$ cat src/rtl/rs_enc_pkg.sv
package rs_enc_pkg;
  localparam int SYM_W = 8;
  localparam logic [SYM_W:0] FIELD_POLY = 9'h187;

  typedef logic [SYM_W-1:0] sym_t;

  // multiply by alpha: shift left, reduce when the top bit falls out
  function automatic sym_t gf_xtime(input sym_t a);
    sym_t s;
    s = {a[SYM_W-2:0], 1'b0};
    if (a[SYM_W-1]) s = s ^ FIELD_POLY[SYM_W-1:0];
    return s;
  endfunction

  function automatic sym_t gf_mul(input sym_t a, input sym_t b);
    sym_t acc;
    acc = '0;
    for (int i = SYM_W - 1; i >= 0; i--) begin
      acc = gf_xtime(acc);
      if (b[i]) acc = acc ^ a;
    end
    return acc;
  endfunction

  function automatic sym_t gf_alpha_pow(input int n);
    sym_t x;
    x = sym_t'(1);
    for (int i = 0; i < n; i++) x = gf_xtime(x);
    return x;
  endfunction
endpackage

$ cat src/rtl/rs_genpoly_builder.sv
module rs_genpoly_builder import rs_enc_pkg::*; #(
  parameter int MAX_R      = 20,
  parameter int FIRST_ROOT = 120,
  parameter int RW         = 5
) (
  input  logic                     clk,
  input  logic                     rst_n,
  input  logic                     start,
  input  logic [RW-1:0]            r_len,
  output logic                     busy,
  output logic [MAX_R-1:0][SYM_W-1:0] coef
);
  localparam sym_t ROOT0 = gf_alpha_pow(FIRST_ROOT);
  localparam int   NC    = MAX_R + 1;

  logic [NC-1:0][SYM_W-1:0] poly;
  logic [NC-1:0][SYM_W-1:0] poly_nxt;
  sym_t                     root;
  logic [RW-1:0]            step;

  // poly[j] is the coefficient of x^j; one factor (x + root) per clock
  always_comb begin
    poly_nxt[0] = gf_mul(root, poly[0]);
    for (int j = 1; j < NC; j++) begin
      poly_nxt[j] = poly[j-1] ^ gf_mul(root, poly[j]);
    end
  end

  always_ff @(posedge clk) begin
    if (!rst_n) begin
      busy <= 1'b0;
      step <= '0;
      root <= ROOT0;
      poly <= '0;
    end else if (start) begin
      busy    <= 1'b1;
      step    <= '0;
      root    <= ROOT0;
      poly    <= '0;
      poly[0] <= sym_t'(1);
    end else if (busy) begin
      poly <= poly_nxt;
      root <= gf_xtime(root);
      step <= step + RW'(1);
      if (step == r_len - RW'(1)) busy <= 1'b0;
    end
  end

  // monic leading term dropped; unused upper taps forced to zero
  always_comb begin
    for (int i = 0; i < MAX_R; i++) begin
      coef[i] = (i < int'(r_len)) ? poly[i] : '0;
    end
  end
endmodule

$ cat src/rtl/rs_parity_lfsr.sv
module rs_parity_lfsr import rs_enc_pkg::*; #(
  parameter int MAX_R = 20,
  parameter int RW    = 5
) (
  input  logic                        clk,
  input  logic                        rst_n,
  input  logic                        clear,
  input  logic                        shift_en,
  input  logic                        msg_phase,
  input  logic [SYM_W-1:0]            din,
  input  logic [RW-1:0]               r_len,
  input  logic [MAX_R-1:0][SYM_W-1:0] coef,
  output logic [SYM_W-1:0]            top_sym
);
  logic [MAX_R-1:0][SYM_W-1:0] st;
  logic [MAX_R-1:0][SYM_W-1:0] st_nxt;
  sym_t                        fb;

  always_comb begin
    top_sym = '0;
    for (int i = 0; i < MAX_R; i++) begin
      if (int'(r_len) == i + 1) top_sym = st[i];
    end
  end

  // in check positions the feedback is zero: stages shift toward the top
  assign fb = msg_phase ? (din ^ top_sym) : '0;

  always_comb begin
    st_nxt[0] = gf_mul(coef[0], fb);
    for (int i = 1; i < MAX_R; i++) begin
      st_nxt[i] = st[i-1] ^ gf_mul(coef[i], fb);
    end
  end

  always_ff @(posedge clk) begin
    if (!rst_n || clear) st <= '0;
    else if (shift_en)   st <= st_nxt;
  end
endmodule

$ cat src/rtl/rs_block_counter.sv
module rs_block_counter #(
  parameter int KW = 8,
  parameter int RW = 5
) (
  input  logic          clk,
  input  logic          rst_n,
  input  logic          clear,
  input  logic          advance,
  input  logic [KW-1:0] k_len,
  input  logic [RW-1:0] r_len,
  output logic          in_check,
  output logic          last
);
  localparam int CW = KW + 1;

  logic [CW-1:0] pos;
  logic [CW-1:0] end_pos;

  assign end_pos  = CW'(k_len) + CW'(r_len) - CW'(1);
  assign in_check = pos >= CW'(k_len);
  assign last     = pos == end_pos;

  always_ff @(posedge clk) begin
    if (!rst_n || clear) pos <= '0;
    else if (advance)    pos <= last ? '0 : pos + CW'(1);
  end
endmodule

$ cat src/rtl/rs_parity_encoder.sv
module rs_parity_encoder import rs_enc_pkg::*; #(
  parameter int MAX_R      = 20,
  parameter int MIN_R      = 2,
  parameter int FIRST_ROOT = 120,
  parameter int RW         = $clog2(MAX_R + 1),
  parameter int KW         = 8
) (
  input  logic             clk,
  input  logic             rst_n,
  input  logic             cfg_load,
  input  logic [RW-1:0]    cfg_r,
  input  logic [KW-1:0]    cfg_k,
  input  logic             in_valid,
  output logic             in_ready,
  input  logic [SYM_W-1:0] in_data,
  input  logic             in_erase,
  output logic             out_valid,
  input  logic             out_ready,
  output logic [SYM_W-1:0] out_data,
  output logic             out_gen
);
  logic [RW-1:0]               r_sel;
  logic [RW-1:0]               r_reg;
  logic [KW-1:0]               k_reg;
  logic                        configured;
  logic                        build_busy;
  logic [MAX_R-1:0][SYM_W-1:0] coef;
  logic                        in_check;
  logic                        last;
  logic                        fire;
  sym_t                        top_sym;

  always_comb begin
    if (int'(cfg_r) < MIN_R)      r_sel = RW'(MIN_R);
    else if (int'(cfg_r) > MAX_R) r_sel = RW'(MAX_R);
    else                          r_sel = cfg_r;
  end

  always_ff @(posedge clk) begin
    if (!rst_n) begin
      r_reg      <= RW'(MIN_R);
      k_reg      <= KW'(1);
      configured <= 1'b0;
    end else if (cfg_load) begin
      r_reg      <= r_sel;
      k_reg      <= cfg_k;
      configured <= 1'b1;
    end
  end

  assign in_ready = configured && !build_busy && !cfg_load && (!out_valid || out_ready);
  assign fire     = in_valid && in_ready;

  rs_genpoly_builder #(.MAX_R(MAX_R), .FIRST_ROOT(FIRST_ROOT), .RW(RW)) u_builder (
    .clk   (clk),
    .rst_n (rst_n),
    .start (cfg_load),
    .r_len (r_reg),
    .busy  (build_busy),
    .coef  (coef)
  );

  rs_block_counter #(.KW(KW), .RW(RW)) u_counter (
    .clk      (clk),
    .rst_n    (rst_n),
    .clear    (cfg_load),
    .advance  (fire),
    .k_len    (k_reg),
    .r_len    (r_reg),
    .in_check (in_check),
    .last     (last)
  );

  rs_parity_lfsr #(.MAX_R(MAX_R), .RW(RW)) u_lfsr (
    .clk       (clk),
    .rst_n     (rst_n),
    .clear     (cfg_load),
    .shift_en  (fire),
    .msg_phase (!in_check),
    .din       (in_data),
    .r_len     (r_reg),
    .coef      (coef),
    .top_sym   (top_sym)
  );

  always_ff @(posedge clk) begin
    if (!rst_n) begin
      out_valid <= 1'b0;
      out_data  <= '0;
      out_gen   <= 1'b0;
    end else if (fire) begin
      out_valid <= 1'b1;
      if (in_check && in_erase) begin
        out_data <= top_sym;
        out_gen  <= 1'b1;
      end else begin
        out_data <= in_data;
        out_gen  <= 1'b0;
      end
    end else if (out_ready) begin
      out_valid <= 1'b0;
    end
  end
endmodule

$ cat config.mk
export PLATFORM = sky130hd
export DESIGN_NAME = rs_parity_encoder
export DESIGN_NICKNAME = d
export VERILOG_FILES = /design/src/rtl/rs_enc_pkg.sv /design/src/rtl/rs_genpoly_builder.sv /design/src/rtl/rs_parity_lfsr.sv /design/src/rtl/rs_block_counter.sv /design/src/rtl/rs_parity_encoder.sv
export SDC_FILE = /design/constraint.sdc
export NUM_CORES = 2
export LEC_CHECK = 0
export ABC_CLOCK_PERIOD_IN_PS = 5950
export BUFFER_PORTS_ARGS = -buffer_cell sky130_fd_sc_hd__buf_2
export CAP_MARGIN = 0
export CORE_UTILIZATION = 44
export DETAILED_ROUTE_END_ITERATION = 8
export PLACE_DENSITY = 0.57
export SYNTH_ARGS = -nofsm -noshare
export SYNTH_HDL_FRONTEND = slang
export SYNTH_SLANG_ARGS = --single-unit
$ cat constraint.sdc
create_clock -name clk -period 5.95 [get_ports clk]
set_input_delay 0.595 -clock clk [delete_from_list [all_inputs] [get_ports clk]]
set_output_delay 0.595 -clock clk [all_outputs]
set_load 0.05 [all_outputs]
# --- After elaboration in Yosys (flattened, before gate mapping) ---
# Cells that the tools add are included.
op_classes:
  n_reduce_logical: 14
  magnitude_cmp: 23
  n_addsub: 5
  bitwise_logic: 601
  eq_ne: 22
  muxes: 654
ops:
  columns: ["op", "count"]
  rows:
  - ["$mux W8", 643]
  - ["$xor A8 B8 Y8", 319]
  - ["$not A4 Y4", 281]
  - ["$eq A5 B5 Y1 const B", 13]
  - ["$lt A4 B5 Y1 const A", 8]
  - ["$eq A5 B4 Y1 const B", 4]
  - ["$lt A3 B5 Y1 const A", 4]
  - ["$lt A5 B5 Y1 const A", 4]
  - ["$eq A5 B3 Y1 const B", 2]
  - ["$lt A1 B5 Y1 const A", 2]
  - ["$lt A2 B5 Y1 const A", 2]
  - ["$mux W5", 2]
  - ["$add A8 B5 Y9", 1]
  - ["$add A9 B1 Y9 const B", 1]
  - ["$eq A9 B9 Y1", 1]
  - ["$ge A9 B8 Y1", 1]
  - ["$mux W9", 1]
  - ["$sub A9 B1 Y9 const B", 1]
  - ["$mux W1", 8]
  - ["$add A5 B1 Y5 const B", 1]
  - ["$eq A5 B2 Y1 const B", 1]
  - ["$eq A5 B5 Y1", 1]
  - ["$gt A5 B5 Y1 const B", 1]
  - ["$logic_and A1 B1 Y1", 5]
  - ["other kinds (7)", 12]
word_totals:
  out_inout_bits: 11
  register_bits: 367
  input_bits: 27
  wordCells: 1370

# --- Longest topological paths before layout ---
logic_depth:
  word_depth: 53
  ltp_mapped: 25
  depth_no_buf: 16

# --- Modules after synthesis ---
# From an unflattened synthesis, not the netlist that was laid out.
hier_totals:
  cells_unflattened: 8710
  hier_area_um2: 62952.9
modules_own_cells:
  columns: ["mod", "seq_area_each_um2", "cells_each", "area_per_inst_um2", "instances"]
  rows:
  - ["rs_parity_lfsr", 3203.1, 4334, 31004.7, 1]
  - ["rs_genpoly_builder", 3483.3, 4143, 29698.5, 1]
  - ["rs_block_counter", 180.2, 137, 1157.4, 1]
  - ["rs_parity_encoder", 480.5, 96, 1092.3, 1]

# --- Worst setup path before layout ---
# OpenSTA, ideal clock, no wires.
synth_timing:
  path_kind: "register -> register"
  from: "reg r_reg[1]"
  to: "reg u_lfsr.st[7] (netlist name)"
  setup_time_ps: 74
  slack_ps: 1284
  required_time_ps: 5876
  path_buffers: 2
  t_arrival_ps: 4592
  synth_period_minus_slack_ps: 4666
  stages_incl_launch_ff: 18
  cell_sequence: "dfxtp_1 inv_1 ha_1 buf_4 buf_4 or2_2 o31ai_1 a311oi_1 or3_1 o211a_4 nor2_8 mux4_2 a211oi_4 xnor2_1 xnor3_1 xnor3_1 or3_1 a31oi_1"
synth_via:
  elab_chain_cells: 48
  elab_cells_between_ends: 73
  cone_classes: "order compare: 1; eq/ne: 20; mux: 37; bitwise: 15"
synth_rtl:
  columns: ["item", "line", "source"]
  rows:
  - ["from (decl)", "rs_parity_encoder.sv:23", "logic [RW-1:0] r_reg;"]
  - ["from (signal assigned)", "rs_parity_encoder.sv:41", "r_reg <= RW'(MIN_R);"]
  - ["from (signal assigned)", "rs_parity_encoder.sv:45", "r_reg <= r_sel;"]
  - ["$eq A5 B2 Y1", "rs_parity_lfsr.sv:22", "if (int'(r_len) == i + 1) top_sym = st[i];"]
  - ["$mux W8 (20 in series)", "rs_parity_lfsr.sv:22", null]
  - ["$xor A8 B8 Y8", "rs_parity_lfsr.sv:27", "assign fb = msg_phase ? (din ^ top_sym) : '0;"]
  - ["$mux W8", "rs_parity_lfsr.sv:27", null]
  - ["$mux W8", "rs_enc_pkg.sv:20", "if (b[i]) acc = acc ^ a;"]
  - ["$not A4 Y4 (no source line)", null, null]
  - ["$mux W8", "rs_enc_pkg.sv:11", "if (a[SYM_W-1]) s = s ^ FIELD_POLY[SYM_W-1:0];"]
  - ["$xor A8 B8 Y8", "rs_enc_pkg.sv:20", null]
  - ["[13 not listed]", null, null]
  - ["$mux W8", "rs_enc_pkg.sv:20", null]
  - ["$mux W8", "rs_enc_pkg.sv:11", null]
  - ["$xor A8 B8 Y8", "rs_enc_pkg.sv:20", null]
  - ["$mux W8", "rs_enc_pkg.sv:20", null]
  - ["$not A4 Y4 (no source line)", null, null]
  - ["$mux W8", "rs_enc_pkg.sv:11", null]
  - ["$xor A8 B8 Y8", "rs_enc_pkg.sv:20", null]
  - ["$mux W8 (*)", "rs_enc_pkg.sv:20", null]
  - ["to (signal assigned)", "rs_parity_lfsr.sv:38", "else if (shift_en) st <= st_nxt;"]
  - ["to (decl)", "rs_parity_lfsr.sv:15", "logic [MAX_R-1:0][SYM_W-1:0] st;"]
# Mark *: on every way between the ends. The rest lies on a longest branch, timed or not.
# A chain may end at the register's enable or synchronous reset.

# --- Worst setup path after layout ---
layout_timing:
  from: "reg r_reg[1]"
  to: "reg u_lfsr.st[128] (netlist name)"
layout_via:
  elab_chain_cells: 48
  elab_cells_between_ends: 73
  cone_classes: "order compare: 1; eq/ne: 20; mux: 37; bitwise: 15"
layout_rtl:
  columns: ["item", "line", "source"]
  rows:
  - ["$eq A5 B2 Y1", "rs_parity_lfsr.sv:22", null]
  - ["$mux W8 (20 in series)", "rs_parity_lfsr.sv:22", null]
  - ["$xor A8 B8 Y8", "rs_parity_lfsr.sv:27", null]
  - ["$mux W8", "rs_parity_lfsr.sv:27", null]
  - ["$mux W8", "rs_enc_pkg.sv:20", null]
  - ["$not A4 Y4 (no source line)", null, null]
  - ["$mux W8", "rs_enc_pkg.sv:11", null]
  - ["$xor A8 B8 Y8", "rs_enc_pkg.sv:20", null]
  - ["[13 not listed]", null, null]
  - ["$not A4 Y4 (no source line)", null, null]
  - ["$mux W8", "rs_enc_pkg.sv:11", null]
  - ["$xor A8 B8 Y8", "rs_enc_pkg.sv:20", null]
  - ["$mux W8", "rs_enc_pkg.sv:20", null]
  - ["$mux W8", "rs_enc_pkg.sv:11", null]
  - ["$xor A8 B8 Y8", "rs_enc_pkg.sv:20", null]
  - ["$mux W8 (*)", "rs_enc_pkg.sv:20", null]
  - ["$xor A8 B8 Y8 (*)", "rs_parity_lfsr.sv:32", "st_nxt[i] = st[i-1] ^ gf_mul(coef[i], fb);"]
# Marks and branches as above.

==> flow_metrics.py <==
metrics = {
    "finish": {
        "nets": 8764,
        "final_layout_size_suffix_gt1_frac": 0.08454,
        "regArea_mm2": 0.007385,
        "multiInputGateArea_mm2": 0.05032,
        "fin_util": 0.4820,
        "reg.largest.list": "u_builder.poly: 160 flops, u_lfsr.st: 160 flops, u_counter.pos: 9 flops",
        "n_fill_cell": 13936,
        "syn_to_final_growth_pct": 8.186,
    },
    "placed_design": {
        "dp.final_hpwl_um": 193200,
        "gp_congestion": 1.032,
        "io_buffers": 37,
    },
    "global_route": {
        "grt_max_degree": 124,
        "grt-ovfl-total": 0,
        "antenna_found_initial": 10,
        "grt_pass1_wl_um": 402100,
        "grt_usage": 0.3788,
        "grt_pass1_vias": 57998,
    },
    "pwr": {
        "power.share.clock": 0.192,
        "leakage_nw": 20.84,
        "p_sw_mw": 9.285,
        "intPower_mw": 10.26,
        "max-vdd-ir-drop_v": 0.0003384,
        "power_density_mw_per_mm2": 293.9,
        "share_seq_of_total_power": 0.170,
        "switching_share": 0.4750,
        "p_comb_frac": 0.639,
    },
    "drt": {
        "vias_per_cell": 5.862,
        "vias": 62253,
        "wire_per_inst_um": 25.96,
        "drt_iter0_drc": 7142,
        "first_pass_iters": 6,
        "wirelength_um": 275700,
        "remaining_drc_errors": 0,
        "antenna_left": 0,
    },
    "logic_synthesis": {
        "syn_area_per_cell_um2": 6.803,
        "synth_ff_type": "dfxtp_1",
        "synth_compound_area_frac": 0.1325,
        "syn-num-nets": 9093,
        "synthCells": 9038,
        "synth_seq_cells": 367,
        "synth_top_family_by_area": "XOR/XNOR gates",
        "yosys-top-cells-area": "xnor2_1, nand2_1, dfxtp_1",
        "ys_warn_count": 0,
        "netlist_area_mm2": 0.06149,
        "ys_seq_area_frac": 0.1195,
        "ys_async_sr_fraction": 0,
        "synth_edf_count": 0,
        "synthDistinctLibCells": 114,
        "synth-adder-area-share": 0.005820,
        "synth_xor_area_frac": 0.4174,
        "synth_top_area_share": 0.2943,
        "synth_area_leader_cell": "xnor2_1",
        "synthMuxAreaShare": 0.01766,
        "synth-simple-area-share": 0.2418,
    },
    "die": {
        "dieArea_mm2": 0.1412,
        "die_h_um": 375.8,
        "start_util": 0.4456,
        "num_rows": 136,
        "die_x_um": 375.8,
        "ios": 38,
        "core_area_mm2": 0.1380,
    },
    "sta": {
        "worstMarginPinSlew_ns": 1.149,
        "post-route-period-util": 0.9676,
        "maxSlewHeadroom": 0.2332,
        "fin_crit_ns": 5.757,
        "setup_tns_ns": 0,
        "fmaxAchievable_mhz": 173.7,
        "fin_skew_ns": 0.02979,
        "setup_violations": 0,
        "rsz0062_at_grt": "no",
        "slew_viol_final": 0,
        "hold_viol": 0,
    },
    "worst_setup_path": {
        "end_kind": "flip-flop",
        "worstSetupPathType": "reg2reg",
        "path_cells": "inv_1, ha_2, buf_4, nand3b_1, a21oi_1, o22ai_1, a21oi_1, mux2_2, nand3_2, buf_12, nor2_1, xnor3_1, xnor2_1, xnor3_1, xor2_1, xor2_1, nand3_1, nor3b_1",
        "crit_path_max_incr_delay_ns": 0.60,
        "cp.arrival_ns": 6.35,
        "cp_slowest_cell": "ha_2",
        "reg2reg_slack_ns": 0.19,
        "start_kind": "flip-flop",
        "path_buf_inv": 3,
        "cpLargestDelayFamily": "XOR/XNOR gates",
        "crit_required_ns": 6.54,
        "path_max_fanout": 25,
    },
    "cts": {
        "h-tree-depth": 2,
        "cts_hold_buf": 0,
        "cts_buffer_depth": 3,
        "clkTransAtPathRegs_ns": 0.07,
        "cts_root_buffer": "clkbuf_16",
        "cts_tree": "built",
        "cts.sinks": 367,
        "numCtsBuffers": 54,
        "clk_latency_ns": 0.70,
    },
    "status": {
        "status": "finished clean",
    },
    "min_path": {
        "hold_path.class": "in2reg",
    },
    "run": {
        "drv_cap": 0,
    },
}
==> cells in the final DEF (no fill, tap or decap), drive strengths merged, types with 13 or more instances in the layout <==
master / Yosys / layout
clkinv: 6 / 22
mux2i: 98 / 98
o221ai: 21 / 21
a22o: 13 / 13
nand3b: 16 / 16
nand4: 23 / 23
xnor2: 2107 / 2107
nand2b: 27 / 27
and3: 40 / 40
o22ai: 43 / 43
xor2: 541 / 541
and2: 27 / 27
o21a: 36 / 36
nor2b: 45 / 45
inv: 87 / 87
a22oi: 41 / 41
xnor3: 80 / 80
a31oi: 56 / 56
o211ai: 68 / 68
nor2: 726 / 726
nor3b: 28 / 28
o21ai: 343 / 343
o32a: 13 / 13
o311ai: 13 / 13
xor3: 13 / 13
dfxtp: 367 / 367
a21oi: 308 / 308
nand2: 2227 / 2227
ha: 27 / 27
nand3: 258 / 258
nor3: 103 / 103
a221oi: 20 / 20
buf: 389 / 481
or3: 18 / 18
a32oi: 26 / 26
o31ai: 19 / 19
clkbuf: 477 / 71
a211oi: 132 / 132
==> synthesized netlist by cell type, drive strengths merged (68+ instances only) <==
library cell	count
a211oi	132
a21oi	308
buf	389
clkbuf	477
dfxtp	367
inv	87
mux2i	98
nand2	2227
nand3	258
nor2	726
nor3	103
o211ai	68
o21ai	343
xnor2	2107
xnor3	80
xor2	541
==> per-layer routing <==
layer | GRT usage | part of all wire
met4 | 0.1866 | 0.057
met2 | 0.5829 | 0.43
met5 | 0 | 0.00024
met3 | 0.06222 | 0.090
met1 | 0.5096 | 0.42
==> area by class of cell <==
| type | count | share of cell area |
|---|---|---|
| Multi-Input combinational cell | 7712 | 0.7565 |
| Sequential cell | 367 | 0.1110 |
| Timing Repair Buffer | 481 | 0.06248 |
| Tap cell | 1863 | 0.03504 |
| Clock buffer | 71 | 0.02329 |
| Clock inverter | 29 | 0.006245 |
| Inverter | 93 | 0.005285 |
| Antenna cell | 4 | 0.0001505 |
==> worst paths after layout <==
| kind | startpoint | end | cells after the start |
|---|---|---|---|
| setup / recovery | r_reg[1]$_SDFFE_PN1P_ | u_lfsr.st[128]$_SDFFE_PP0P_ | 18 |
| hold / removal | cfg_k[6] | k_reg[6]$_SDFFE_PN0P_ | 3 |
| setup reg to reg | r_reg[1]$_SDFFE_PN1P_ | u_lfsr.st[128]$_SDFFE_PP0P_ | 18 |
| hold reg to reg | out_data[1]$_SDFFE_PN0P_ | out_data[1]$_SDFFE_PN0P_ | 2 |
==> metrics by stage <==
stage / hold slack (ns) / setup WS (ns) / power [mW] / cell area, um2 / cells
after floorplan: 0.4268 / 1.284 / 12.40 / 61490 / 9038
after global placement: 0.4346 / 0.2446 / 15.47 / 64520 / 10514
after detailed placement: 0.4475 / 0.2437 / 15.60 / 64520 / 10514
after CTS: 0.1228 / 0.2105 / 19.38 / 66490 / 10614
after global routing: 0.1503 / 0.01179 / 20.53 / 66510 / 10617
final: 0.1530 / 0.1927 / 19.55 / 66520 / 10620
==> kinds of logic after synthesis <==
group                      count (synthesis)
AOI/OAI and AO/OA                       1253
xor gates and xnor gates                2741
adders and majority gates                 28
buffers and inverters                    959
DFF                                      367
muxes                                    104
and+or+nand+nor                         3586
==> power groups by stage <==
stage	Clock, mW	Combinational [mW]	Sequential (mW)
after floorplan	0	9.60	2.79
after global placement	0	12.1	3.33
after detailed placement	0	12.3	3.34
after CTS	3.78	12.3	3.28
after global routing	3.87	13.3	3.33
final	3.75	12.5	3.32
==> worst register-to-register path: stages (launching register included) <==
cell	delay, ns
dfxtp_1	0.42
inv_1	0.19
ha_2	0.60
buf_4	0.40
nand3b_1	0.12
a21oi_1	0.20
o22ai_1	0.17
a21oi_1	0.56
mux2_2	0.49
nand3_2	0.36
buf_12	0.28
nor2_1	0.13
xnor3_1	0.25
xnor2_1	0.21
xnor3_1	0.42
xor2_1	0.24
xor2_1	0.33
nand3_1	0.12
nor3b_1	0.17
==> timing repair <==
action	4_1_cts	5_1_grt
setup endpoints to repair	0	23
buffers inserted	0	2
gates resized for setup	0	2
(Power assumes the default switching activity.)
